File: src/rtl/pll_seq_pkg.sv
package pll_seq_pkg;

    typedef enum logic [2:0] {
        ST_IDLE,
        ST_SLOW,
        ST_INTM,
        ST_PROG,
        ST_WAIT,
        ST_NORM
    } seq_st_e;

    localparam logic [1:0] MODE_SLOW = 2'b00;
    localparam logic [1:0] MODE_NORM = 2'b01;

endpackage

File: src/rtl/pll_req_check.sv
module pll_req_check #(
    parameter int FB_W    = 12,
    parameter int REF_W   = 6,
    parameter int PD_W    = 3,
    parameter int REF_MHZ = 24,
    parameter int VCO_MIN = 800,
    parameter int VCO_MAX = 3200,
    parameter int OUT_MIN = 16,
    parameter int OUT_MAX = 3200,
    parameter int FB_MIN  = 16,
    parameter int FB_MAX  = 3200
) (
    input  logic [FB_W-1:0]  fb_i,
    input  logic [REF_W-1:0] rd_i,
    input  logic [PD_W-1:0]  pd1_i,
    input  logic [PD_W-1:0]  pd2_i,
    output logic             ok_o
);
    // Division-free compare: frequencies are scaled by the divisors instead.
    localparam int AW = FB_W + REF_W + 2 * PD_W + 16;

    logic [AW-1:0] prod, rd_x, div_all;
    logic          vco_ok, out_ok, fb_ok, nz_ok;

    always_comb begin
        prod    = AW'(fb_i) * AW'(REF_MHZ);
        rd_x    = AW'(rd_i);
        div_all = rd_x * AW'(pd1_i) * AW'(pd2_i);
        vco_ok  = (prod >= AW'(VCO_MIN) * rd_x) && (prod <= AW'(VCO_MAX) * rd_x);
        out_ok  = (prod >= AW'(OUT_MIN) * div_all) && (prod <= AW'(OUT_MAX) * div_all);
        fb_ok   = (fb_i >= FB_W'(FB_MIN)) && (fb_i <= FB_W'(FB_MAX));
        nz_ok   = (rd_i != '0) && (pd1_i != '0) && (pd2_i != '0);
        ok_o    = nz_ok && fb_ok && vco_ok && out_ok;
    end

endmodule

File: src/rtl/pll_lock_timer.sv
module pll_lock_timer #(
    parameter int CNT_W = 16
) (
    input  logic             clk,
    input  logic             rst_n,
    input  logic             clr_i,
    input  logic             en_i,
    input  logic [CNT_W-1:0] limit_i,
    output logic             exp_o
);
    logic [CNT_W-1:0] cnt_d, cnt_q;

    always_comb begin
        cnt_d = cnt_q;
        if (clr_i) begin
            cnt_d = '0;
        end else if (en_i && cnt_q != limit_i) begin
            cnt_d = cnt_q + 1'b1;
        end
    end

    always_ff @(posedge clk or negedge rst_n) begin
        if (!rst_n) cnt_q <= '0;
        else        cnt_q <= cnt_d;
    end

    assign exp_o = (cnt_q == limit_i);

endmodule

File: src/rtl/pll_reprog_seq.sv
module pll_reprog_seq
    import pll_seq_pkg::*;
#(
    parameter int FB_W     = 12,
    parameter int REF_W    = 6,
    parameter int PD_W     = 3,
    parameter int POST_W   = 16,
    parameter int RD_LSB   = 0,
    parameter int PD1_LSB  = 8,
    parameter int PD2_LSB  = 12,
    parameter int STAT_W   = 32,
    parameter int LOCK_BIT = 31,
    parameter int TMO_W    = 16
) (
    input  logic              clk,
    input  logic              rst_n,
    input  logic              start_i,
    input  logic [FB_W-1:0]   fbdiv_i,
    input  logic [REF_W-1:0]  refdiv_i,
    input  logic [PD_W-1:0]   postdiv1_i,
    input  logic [PD_W-1:0]   postdiv2_i,
    input  logic [TMO_W-1:0]  lock_limit_i,
    input  logic [STAT_W-1:0] lock_stat_i,
    output logic [FB_W-1:0]   fb_reg_o,
    output logic [POST_W-1:0] post_reg_o,
    output logic [1:0]        mode_o,
    output logic              int_mode_o,
    output logic              busy_o,
    output logic              done_o,
    output logic              err_o
);

    typedef struct packed {
        seq_st_e           st;
        logic [1:0]        mode;
        logic              int_mode;
        logic [FB_W-1:0]   fb;
        logic [FB_W-1:0]   fb_req;
        logic [POST_W-1:0] post;
        logic [POST_W-1:0] post_req;
        logic              busy;
        logic              done;
        logic              err;
    } regs_t;

    regs_t             r_d, r_q;
    logic              req_ok;
    logic              tmr_clr, tmr_en, tmr_exp;
    logic [POST_W-1:0] post_new;

    pll_req_check #(
        .FB_W (FB_W),
        .REF_W(REF_W),
        .PD_W (PD_W)
    ) u_check (
        .fb_i (fbdiv_i),
        .rd_i (refdiv_i),
        .pd1_i(postdiv1_i),
        .pd2_i(postdiv2_i),
        .ok_o (req_ok)
    );

    pll_lock_timer #(
        .CNT_W(TMO_W)
    ) u_timer (
        .clk    (clk),
        .rst_n  (rst_n),
        .clr_i  (tmr_clr),
        .en_i   (tmr_en),
        .limit_i(lock_limit_i),
        .exp_o  (tmr_exp)
    );

    // Field placement that the PLL decodes.
    always_comb begin
        post_new                      = '0;
        post_new[RD_LSB  +: REF_W]    = refdiv_i;
        post_new[PD1_LSB +: PD_W]     = postdiv1_i;
        post_new[PD2_LSB +: PD_W]     = postdiv2_i;
    end

    always_comb begin
        r_d      = r_q;
        r_d.done = 1'b0;
        r_d.err  = 1'b0;
        tmr_clr  = 1'b0;
        tmr_en   = 1'b0;
        case (r_q.st)
            ST_IDLE: begin
                if (start_i) begin
                    if (req_ok) begin
                        r_d.st       = ST_SLOW;
                        r_d.busy     = 1'b1;
                        r_d.fb_req   = fbdiv_i;
                        r_d.post_req = post_new;
                    end else begin
                        r_d.err = 1'b1;
                    end
                end
            end
            ST_SLOW: begin
                r_d.mode = MODE_SLOW;
                r_d.st   = ST_INTM;
            end
            ST_INTM: begin
                r_d.int_mode = 1'b1;
                r_d.st       = ST_PROG;
            end
            ST_PROG: begin
                r_d.fb   = r_q.fb_req;
                r_d.post = r_q.post_req;
                tmr_clr  = 1'b1;
                r_d.st   = ST_WAIT;
            end
            ST_WAIT: begin
                if (lock_stat_i[LOCK_BIT]) begin
                    r_d.mode = MODE_NORM;
                    r_d.st   = ST_NORM;
                end else if (tmr_exp) begin
                    r_d.err  = 1'b1;
                    r_d.busy = 1'b0;
                    r_d.st   = ST_IDLE;
                end else begin
                    tmr_en = 1'b1;
                end
            end
            ST_NORM: begin
                r_d.done = 1'b1;
                r_d.busy = 1'b0;
                r_d.st   = ST_IDLE;
            end
            default: r_d.st = ST_IDLE;
        endcase
    end

    always_ff @(posedge clk or negedge rst_n) begin
        if (!rst_n) begin
            r_q          <= '0;
            r_q.st       <= ST_IDLE;
            r_q.mode     <= MODE_SLOW;
        end else begin
            r_q <= r_d;
        end
    end

    assign fb_reg_o   = r_q.fb;
    assign post_reg_o = r_q.post;
    assign mode_o     = r_q.mode;
    assign int_mode_o = r_q.int_mode;
    assign busy_o     = r_q.busy;
    assign done_o     = r_q.done;
    assign err_o      = r_q.err;

endmodule

File: config.mk
export PLATFORM = sky130hd
export DESIGN_NAME = pll_reprog_seq
export DESIGN_NICKNAME = d
export VERILOG_FILES = /design/src/rtl/pll_seq_pkg.sv /design/src/rtl/pll_req_check.sv /design/src/rtl/pll_lock_timer.sv /design/src/rtl/pll_reprog_seq.sv
export SDC_FILE = /design/constraint.sdc
export NUM_CORES = 1
export LEC_CHECK = 0
export BUFFER_PORTS_ARGS = -buffer_cell sky130_fd_sc_hd__buf_2
export CAP_MARGIN = 30
export CELL_PAD_IN_SITES_DETAIL_PLACEMENT = 0
export CELL_PAD_IN_SITES_GLOBAL_PLACEMENT = 1
export CORE_ASPECT_RATIO = 2
export CORE_MARGIN = 1
export CORE_UTILIZATION = 25
export DETAILED_ROUTE_END_ITERATION = 10
export PLACE_DENSITY = 0.6
export SETUP_SLACK_MARGIN = 0.4
export SYNTH_ARGS = -nofsm -noshare
export SYNTH_HDL_FRONTEND = slang
export SYNTH_SLANG_ARGS = --single-unit
File: constraint.sdc
create_clock -name clk -period 3.1 [get_ports clk]
set_clock_uncertainty 0.15 [all_clocks]
set_input_delay 0.31 -clock clk [delete_from_list [all_inputs] [get_ports clk]]
set_output_delay 0.31 -clock clk [all_outputs]
set_load 0.03 [all_outputs]
# Yosys cells after proc, flatten, opt, wreduce, memory -nomap -nowiden
# Cells that the tools add are included.
classes:
  div: 0
  muxes: 24
  multipliers: 6
  add_sub_neg: 1
  n_reduce_logical: 20
  n_eq_ne: 13
  magnitude_cmp: 6
  n_bitwise: 0
  shift: 0
ops:
  columns: ["cell", "count"]
  rows:
  - ["$ge 17x16->1", 2]
  - ["$mux 16", 2]
  - ["$le 17x24->1", 1]
  - ["$mul 5x6->11 const A", 2]
  - ["$le 17x18->1", 1]
  - ["$mul 5x12->17 const A", 1]
  - ["$add 16x1->16 const B", 1]
  - ["$eq 16x16->1", 1]
  - ["$ne 16x16->1", 1]
  - ["$pmux 3 s5", 1]
  - ["$mul 12x2->14 const B", 1]
  - ["$mux 1", 13]
  - ["$ge 12x5->1 const B", 1]
  - ["$le 12x12->1 const B", 1]
  - ["$mul 9x3->12", 1]
  - ["$mux 3", 4]
  - ["$ne 2x2->1 const B", 5]
  - ["$logic_and 1x1->1", 9]
  - ["$mul 6x3->9", 1]
  - ["$reduce_bool 3->1", 3]
  - ["$eq 3x2->1 const B", 2]
  - ["$eq 3x3->1 const B", 2]
  - ["$reduce_and 3->1", 2]
  - ["$reduce_bool 6->1", 1]
  - ["10 further kinds", 11]
word_totals:
  mem_bits_rw: 0
  mem_count: 0
  output_inout_bits: 34
  latchBits: 0
  inputBits: 75
  reg_bits: 73
  mem_bits_ro: 0
  word_cells: 81

# Logic depth before layout (Yosys ltp)
# Gate-level depths: netlist of run 1.
logic_depth:
  word_depth: 9
  mapped_depth: 34
  ltp_nobuf: 32

# Cells and area by module
# From an unflattened synthesis of run 1, not the netlist that was laid out.
unflattened:
  cells_unflattened: 831
  area_unflattened_um2: 7891.3
by_module_without_submodules:
  columns: ["mod", "cells_per_inst", "n_inst", "seq_area_each_um2", "area_per_inst_um2"]
  rows:
  - ["pll_req_check", 547, 1, 0.0, 4414.2]
  - ["pll_reprog_seq", 167, 1, 1401.3, 2391.0]
  - ["pll_lock_timer", 117, 1, 400.4, 1086.0]

# Worst setup path before layout of run 1
# No wires, ideal clock.
synth_path:
  path_kind: "input-to-reg"
  startpoint: "input postdiv1_i[0]"
  endpoint: "register r_q[17] in the netlist's numbering"
  setup_time_ns: 0.125
  path_slack_ns: -4.114
  t_arrival_ns: 6.939
  required_time_ns: 2.825
  stages: 33
  path_buffers: 2
  path_cell_list: "clkbuf_1 > nand2_1 > fa_1 > inv_1 > ha_1 > fa_1 > a21o_1 > a21oi_1 > xnor2_1 > nand2_1 > fa_1 > inv_1 > ha_1 > or2_2 > nor2_1 > nand3_1 > and3_1 > or2_2 > inv_1 > ha_1 > ha_1 > ha_1 > ha_1 > nor2_1 > a221oi_1 > o21ai_0 > a21oi_1 > nand4_1 > nor3_1 > nand4_1 > nand3_4 > buf_6 > mux2_4"
synth_between:
  elab_chain_len: 7
  elab_cells_between_ends: 13
  cone_classes: "mul: 3; order compare: 2; reduce/logical: 8"
synth_lines:
  columns: ["element", "line_no", "rtl"]
  rows:
  - ["start, declared", "pll_reprog_seq.sv:20", "input logic [PD_W-1:0] postdiv1_i,"]
  - ["$mul 6x3->9 or $reduce_bool 3->1 (tied branches)", "pll_req_check.sv:28, pll_req_check.sv:32", null]
  - ["$mul 9x3->12 or $logic_and 1x1->1 (tied branches)", "pll_req_check.sv:28, pll_req_check.sv:32", null]
  - ["$mul 5x12->17 or $logic_and 1x1->1 (tied branches)", "pll_req_check.sv:30, pll_req_check.sv:32", null]
  - ["$le 17x24->1 or $logic_and 1x1->1 (tied branches)", "pll_req_check.sv:30, pll_req_check.sv:33", null]
  - ["$logic_and 1x1->1 (on tied branches)", "pll_req_check.sv:30, pll_req_check.sv:33", null]
  - ["$logic_and 1x1->1 (*)", "pll_req_check.sv:33", "ok_o = nz_ok && fb_ok && vco_ok && out_ok;"]
  - ["$reduce_and 3->1 (no line) (*)", null, null]
  - ["end signal, assigned", "pll_reprog_seq.sv:142", "r_q <= r_d;"]
  - ["end, declared", "pll_reprog_seq.sv:46", "regs_t r_d, r_q;"]
# Mark *: on every way between the ends. The rest lies on a longest branch, timed or not.
# A chain may end at the register's enable or synchronous reset.

# Worst setup path in the final report of run 1
layout_path:
  startpoint: "input refdiv_i[3]"
  endpoint: "register r_q[12] in the netlist's numbering"
layout_between:
  elab_chain_len: 7
  elab_cells_between_ends: 18
  cone_classes: "mul: 5; order compare: 4; reduce/logical: 9"
layout_lines:
  columns: ["element", "line_no", "rtl"]
  rows:
  - ["start, declared", "pll_reprog_seq.sv:19", "input logic [REF_W-1:0] refdiv_i,"]
  - ["$mul 6x3->9 or $reduce_bool 6->1 (tied branches)", "pll_req_check.sv:28, pll_req_check.sv:32", null]
  - ["$mul 9x3->12 or $logic_and 1x1->1 (tied branches)", "pll_req_check.sv:28, pll_req_check.sv:32", null]
  - ["$mul 5x12->17 or $logic_and 1x1->1 (tied branches)", "pll_req_check.sv:30, pll_req_check.sv:32", null]
  - ["$le 17x24->1 or $logic_and 1x1->1 (tied branches)", "pll_req_check.sv:30, pll_req_check.sv:33", null]
  - ["$logic_and 1x1->1 (on tied branches)", "pll_req_check.sv:30, pll_req_check.sv:33", null]
  - ["$logic_and 1x1->1 (*)", "pll_req_check.sv:33", null]
  - ["$reduce_and 3->1 (no line) (*)", null, null]
# Marks and branches as above.

==> results of run 1 <==
==> registers in the layout, indices dropped and copies added, names as in the netlist <==
signal         count
busy_o             1
done_o             1
err_o              1
fb_reg_o          12
int_mode_o         1
mode_o             1
post_reg_o        12
r_q               27
u_timer.cnt_q     16
==> metrics by stage <==
step / setup WS, ns / hold slack [ns] / std cells / total power [mW] / instance area [sq um]
floorplan: -3.47 / -0.136 / 889 / 7.22 / 8230
global placement: -4.12 / 0.256 / 1508 / 9.79 / 10100
detailed placement: -4.11 / 0.265 / 1509 / 9.85 / 10100
CTS: -3.52 / 0.0882 / 1546 / 11.6 / 11000
global route: -3.82 / 0.126 / 1551 / 13.0 / 11100
finish: -3.63 / 0.116 / 1551 / 11.9 / 11100
==> synth_stat cells (3+ instances only) <==
| cell | n | share of area [%] |
|---|---|---|
| ha_1 | 147 | 23 |
| nand2_1 | 131 | 6.2 |
| inv_1 | 88 | 4.2 |
| dfrtp_1 | 72 | 23 |
| a21oi_1 | 47 | 3.0 |
| nor2_1 | 45 | 2.1 |
| xor2_1 | 32 | 3.5 |
| buf_4 | 30 | 2.8 |
| xnor2_1 | 26 | 2.9 |
| fa_1 | 22 | 5.6 |
| o21ai_0 | 22 | 1.4 |
| a21o_1 | 20 | 1.9 |
| mux2_4 | 19 | 3.6 |
| and2_1 | 17 | 1.3 |
| nand3_1 | 14 | 0.89 |
| and3_1 | 13 | 1.0 |
| clkbuf_1 | 12 | 0.57 |
| nor3_1 | 12 | 0.76 |
| nand4_1 | 10 | 0.79 |
| nor2b_1 | 9 | 0.71 |
| nand2b_1 | 8 | 0.63 |
| or3_1 | 8 | 0.63 |
| o21a_1 | 7 | 0.66 |
| a211oi_1 | 6 | 0.57 |
| o211ai_1 | 6 | 0.57 |
| mux2_2 | 5 | 0.71 |
| nor4_1 | 5 | 0.40 |
| a21bo_2 | 3 | 0.38 |
| a221oi_1 | 3 | 0.33 |
| o21bai_1 | 3 | 0.28 |
| o31ai_1 | 3 | 0.28 |
| or2_2 | 3 | 0.24 |
==> worst paths after layout <==
| path | startpoint | endpoint | cells after the start |
|---|---|---|---|
| setup / recovery | refdiv_i[3] | r_q[12] | 30 |
| hold / removal | start_i | r_q[62] | 3 |
| setup reg to reg | u_timer.cnt_q[0] | u_timer.cnt_q[15] | 9 |
| hold reg to reg | int_mode_o | int_mode_o | 1 |
| max in group asynchronous | rst_n | fb_reg_o[11] | 3 |
| min in group asynchronous | rst_n | r_q[38] | 2 |
==> worst max-delay path: cells and delay by family <==
family	cells	cell delay, ns
xor gates and xnor gates	3	0.50
adders and majority gates	8	3.00
buffers and inverters	7	0.83
AOI/OAI and AO/OA	6	0.96
and+or+nand+nor	5	0.92
muxes	1	0.29
==> what timing repair did <==
item,CTS,global route
setup buffers,18,5
gates cloned,2,0
resized for setup,70,19
pin swaps,51,40
hold endpoints to repair,54,0
hold buffers,1,0
endpoints found under the setup margin,35,28
==> routing by layer <==
metal  track usage, %  vias to the layer above  routed length, um
met3            0.926                       33                342
met2             32.1                       90              14000
li1                 -                     3476                  -
met1             13.6                     3368               7890
met5                0                        -                  0
met4             8.10                        0               1020
==> cell families after synthesis <==
family | count (synthesis) | synth area share (%)
compound gates | 142 | 12.1
mux | 25 | 4.45
other cells | 1 | 0.0474
flops | 72 | 22.8
buf+inv | 132 | 7.93
xor+xnor | 59 | 6.77
simple gates | 284 | 17.0
fa+ha+maj | 170 | 29.0
==> where the power goes <==
part / total (mW) / switching [mW] / internal, mW
combinational: 9.31 / 4.55 / 4.76
sequential: 1.56 / 0.248 / 1.31
clock: 1.01 / 0.435 / 0.572
==> area by class of cell <==
class	instances	area (sq um)	share of cell area (%)
flip-flops and latches	72	1800	16.3
clock buffers	10	239	2.16
well taps	418	523	4.72
repair buffers	272	2060	18.6
inverters	88	330	2.98
clock inverters	6	50.0	0.452
multi-input cells	685	6070	54.8
==> out/results.tsv, run 1 <==
metric	value	unit
status	finished, violations left	
violated checks	negative setup slack	
slowest CP cell	fa_1	
maximum VDD drop	0.657	mV
Die X	128	um
#FFs+latches synth	72	
Synth cell types	61	
min Tclk post-route	6.73	ns
max incr delay on CP	0.57	ns
Setup TNS Final	-96.63	ns
flop-to-flop setup slack	0.56	ns
max_slew headroom	45.5	%
vias in the first global route	7392	
wire per inst	15.0	um
Slew Limit Fails	0	
Netlist Area Pre-Place	7910	sq um
clk slew on worst S/H paths	0.06	ns
top_reg_cell synth	dfrtp_1	
Final Util	35.7	%
Final ANT Viol Nets	0	
die footprint	32400	sq um
most frequent cells in the layout	buf_4 (185), nand2_1 (124), ha_1 (120), inv_1 (79), dfrtp_1 (72)	
Max Cap Viol	0	
Pleak	5.75	nW
startpoint types	primary input	
FP Rows	91	
critical path peak fanout	6	
RSZ-0062 raised after global routing	true	
crit path capture type	flip-flop	
Fillers	3221	
drt pass-1 iters	4	
Final nets	1372	
Routability Congestion	0.865	
Area Growth Syn to Fin	40.0	%
drt initial violations	170	
Mapped Cells	885	
CTS tree	yes	
hpwl dp	19600	um
number of synthesized flops with an enable pin	0	
YS warnings	0	
first-pass GRT wire length	37500	um
number of H-tree levels	3	
antenna violations before repair	0	
final setup violation count	27	
CTS Root Buffer Type	clkbuf_16	
Power Density	1070	nW/um^2
Worst Setup Path Type	in2reg	
Sink Count	72	
most common cell after layout, fill and taps aside	buf_4	
DR DRC count	0	
via count	6967	
all-layer global routing usage	15.1	%
ANT cells	0	
arrival time at the worst endpoint	6.81	ns
IO Pins	109	
Syn Area/Cell	8.94	sq um
GRT Residual Overflow	0	
final wirelength	23200	um
Port Buffers	72	
share of cells above drive strength 1	36.2	%
Core Region	31000	sq um
Setup WS post-layout	-3.63	ns
DIE HEIGHT	254	um
Num CTS Buffers	9	
worst min path class	in2reg	
starting density of the core	25.5	%
final hold vios	0	
largest net degree at the start of global routing	57	
fmax	149	MHz
WP data required	3.18	ns
Post-synth ARST share	100	%
Slew @ Worst Pin	0.807	ns
Vias/cell	4.49	
sequential share of the synthesized area	22.8	%
Worst-Skew Late Latency	0.35	ns
Longest Clk Path Bufs	2	
crit share post-route	217	%
Note: power is estimated with default switching activity, not from simulation.
==> inputs of run 2 (changes only) <==
--- a/config.mk
+++ b/config.mk
@@ -13,7 +13,7 @@
 export CORE_MARGIN = 1
 export CORE_UTILIZATION = 25
 export DETAILED_ROUTE_END_ITERATION = 10
-export PLACE_DENSITY = 0.6
+export PLACE_DENSITY = 0.53
 export SETUP_SLACK_MARGIN = 0.4
 export SYNTH_ARGS = -nofsm -noshare
 export SYNTH_HDL_FRONTEND = slang
==> run 2 against run 1 <==
Effect of this change: the run still ends with negative setup slack left; final area is 1.1% higher; count of clock-buffer cells in the layout is 2 higher; non-clock buffer count is 1 lower; register-to-register slack better by 0.05 ns; critical endpoint unchanged.
==> out/results.tsv, run 2 (same netlist as run 1, synthesis figures left out) <==
metric	value	unit	change
worst hold path cell count	3		unchanged
worst min path class	in2reg		unchanged
clk slew on worst S/H paths	0.05	ns	was 0.06 ns
max incr delay on CP	0.60	ns	was 0.57 ns
crit path capture type	flip-flop		unchanged
RSZ-0062 raised after global routing	true		unchanged
sequential share of power	12.6	%	was 13.1%
max reg flops	27		unchanged
Setup WS post-layout	-3.66	ns	was -3.63 ns
share of cells above drive strength 1	36.9	%	was 36.2%
ANT cells	0		unchanged
first-pass GRT wire length	37800	um	was 37,500 um
sw frac	44.5	%	was 44.1%
dpl cell area	10100	sq um	about the same
min Tclk post-route	6.76	ns	was 6.73 ns
DR DRC count	0		unchanged
Core Region	31000	sq um	unchanged
Final Util	36.2	%	was 35.7%
final hold vios	0		unchanged
largest net degree at the start of global routing	42		was 57
all-layer global routing usage	15.3	%	was 15.1%
Largest regs	r_q x27, u_timer.cnt_q x16		unchanged
slowest CP cell	fa_2		was fa_1
drt initial violations	139		was 170
die footprint	32400	sq um	unchanged
Routability Congestion	0.813		was 0.865
GRT Residual Overflow	0		unchanged
Cell Int Power	6.93	mW	was 6.64 mW
status	finished, violations left		unchanged
Slew Limit Fails	0		unchanged
NetSw	5.55	mW	was 5.24 mW
CTS Root Buffer Type	clkbuf_16		unchanged
drt pass-1 iters	4		unchanged
startpoint types	primary input		unchanged
maximum VDD drop	0.650	mV	was 0.657 mV
most frequent cells in the layout	buf_4 (183), nand2_1 (123), ha_1 (120), inv_1 (80), dfrtp_1 (72)		was buf_4 (185), nand2_1 (124), ha_1 (120), inv_1 (79), dfrtp_1 (72)
hpwl dp	19800	um	was 19,600 um
final wirelength	23300	um	was 23,200 um
Vias/cell	4.44		was 4.49
fmax	148	MHz	was 149 MHz
IO Pins	109		unchanged
WP data required	3.17	ns	was 3.18 ns
CTS tree	yes		unchanged
critical path peak fanout	6		unchanged
Reg2Reg Depth	9		unchanged
vias in the first global route	7435		was 7,392
Die X	128	um	unchanged
crit share post-route	218	%	was 217%
violated checks	negative setup slack		unchanged
Final nets	1371		was 1,372
Longest Clk Path Bufs	2		unchanged
Final ANT Viol Nets	0		unchanged
number of H-tree levels	3		unchanged
starting density of the core	25.5	%	unchanged
Max Cap Viol	0		unchanged
via count	6879		was 6,967
Gate power share	79.0	%	was 78.4%
arrival time at the worst endpoint	6.83	ns	was 6.81 ns
DIE HEIGHT	254	um	unchanged
Slew @ Worst Pin	0.696	ns	was 0.807 ns
FP Rows	91		unchanged
Worst Setup Path Type	in2reg		unchanged
Sink Count	72		unchanged
Worst-Skew Late Latency	0.35	ns	about the same
most common cell after layout, fill and taps aside	buf_4		unchanged
cell area after layout	11200	sq um	was 11,100 sq um
Power Density	1110	nW/um^2	was 1070 nW/um^2
Clock power frac	8.4	%	was 8.5%
Num CTS Buffers	9		unchanged
antenna violations before repair	0		unchanged
final setup violation count	27		unchanged
max_slew headroom	53.0	%	was 45.5%
Port Buffers	72		unchanged
Area Growth Syn to Fin	41.6	%	was 40.0%
Pleak	5.78	nW	was 5.75 nW
Biggest register	r_q		unchanged
wire per inst	15.1	um	was 15.0 um
run 2: cell types whose count changed in the layout (fill, tap and decap cells not counted), sizes merged:
cell    change
clkbuf      +2
inv         -2
buf         -1
bufinv      +1
clkinv      -1
run 2: per-stage QoR:
step | hold slack, ns | cells | setup WS, ns | power [mW] | setup TNS (ns)
5_1_grt | 0.160 | 1550 | -3.92 | 13.7 | -104.90
6_report | 0.134 | 1550 | -3.66 | 12.5 | -97.94
3_5_place_dp | 0.177 | 1507 | -4.59 | 10.3 | -122.48
4_1_cts | 0.115 | 1547 | -3.82 | 12.1 | -102.32
2_1_floorplan | -0.136 | 889 | -3.47 | 7.22 | -92.05
3_3_place_gp | 0.176 | 1507 | -4.62 | 10.2 | -123.35
run 2: cell type report:
type	instances	area (sq um)
sequential	72	1800
timing repair buffer	271	2060
multi-input combinational	685	6180
clock inverter	4	53.8
tap	418	523
clock buffer	12	246
inverter	88	333
fill	3254	19800
run 2: worst max-delay path, delay by kind of cell:
| family | cells | cell delay (ns) |
|---|---|---|
| AND/OR/NAND/NOR | 7 | 1.06 |
| multiplexers | 1 | 0.29 |
| buffers and inverters | 7 | 0.84 |
| adder cells (fa/ha/maj) | 9 | 3.55 |
| XOR/XNOR | 2 | 0.30 |
| AO/OA/AOI/OAI | 3 | 0.48 |
run 2: final timing paths:
| check | from | end | slack [ns] |
|---|---|---|---|
| min reg2reg | int_mode_o | int_mode_o | 0.30 |
| max reg2reg | u_timer.cnt_q[0] | u_timer.cnt_q[9] | 0.61 |
| max in group asynchronous | rst_n | post_reg_o[12] | 1.79 |
| min | start_i | r_q[62] | 0.13 |
| max | postdiv1_i[1] | r_q[12] | -3.66 |
| min in group asynchronous | rst_n | fb_reg_o[6] | 0.33 |
run 2: power by group through the flow:
stage	logic (mW)	registers, mW	clock network (mW)
floorplan	5.71	1.51	0
global placement	8.64	1.59	0
detailed placement	8.67	1.59	0
CTS	9.49	1.58	1.09
global route	11.0	1.63	1.13
finish	9.86	1.58	1.04
run 2: per-layer routing:
layer,global-route usage (%),wire (um),up-vias
met3,1.09,291,43
met1,13.6,7710,3284
met5,0,0,-
met4,8.81,1170,0
met2,32.2,14200,86
li1,-,-,3466
run 2: what timing repair did:
action	in CTS	in global routing
setup endpoints to repair	33	33
endpoints found under the hold margin	39	0
gates cloned	3	0
hold buffers	1	0
setup buffers	20	3
pin swaps	54	50
resized for setup	68	43
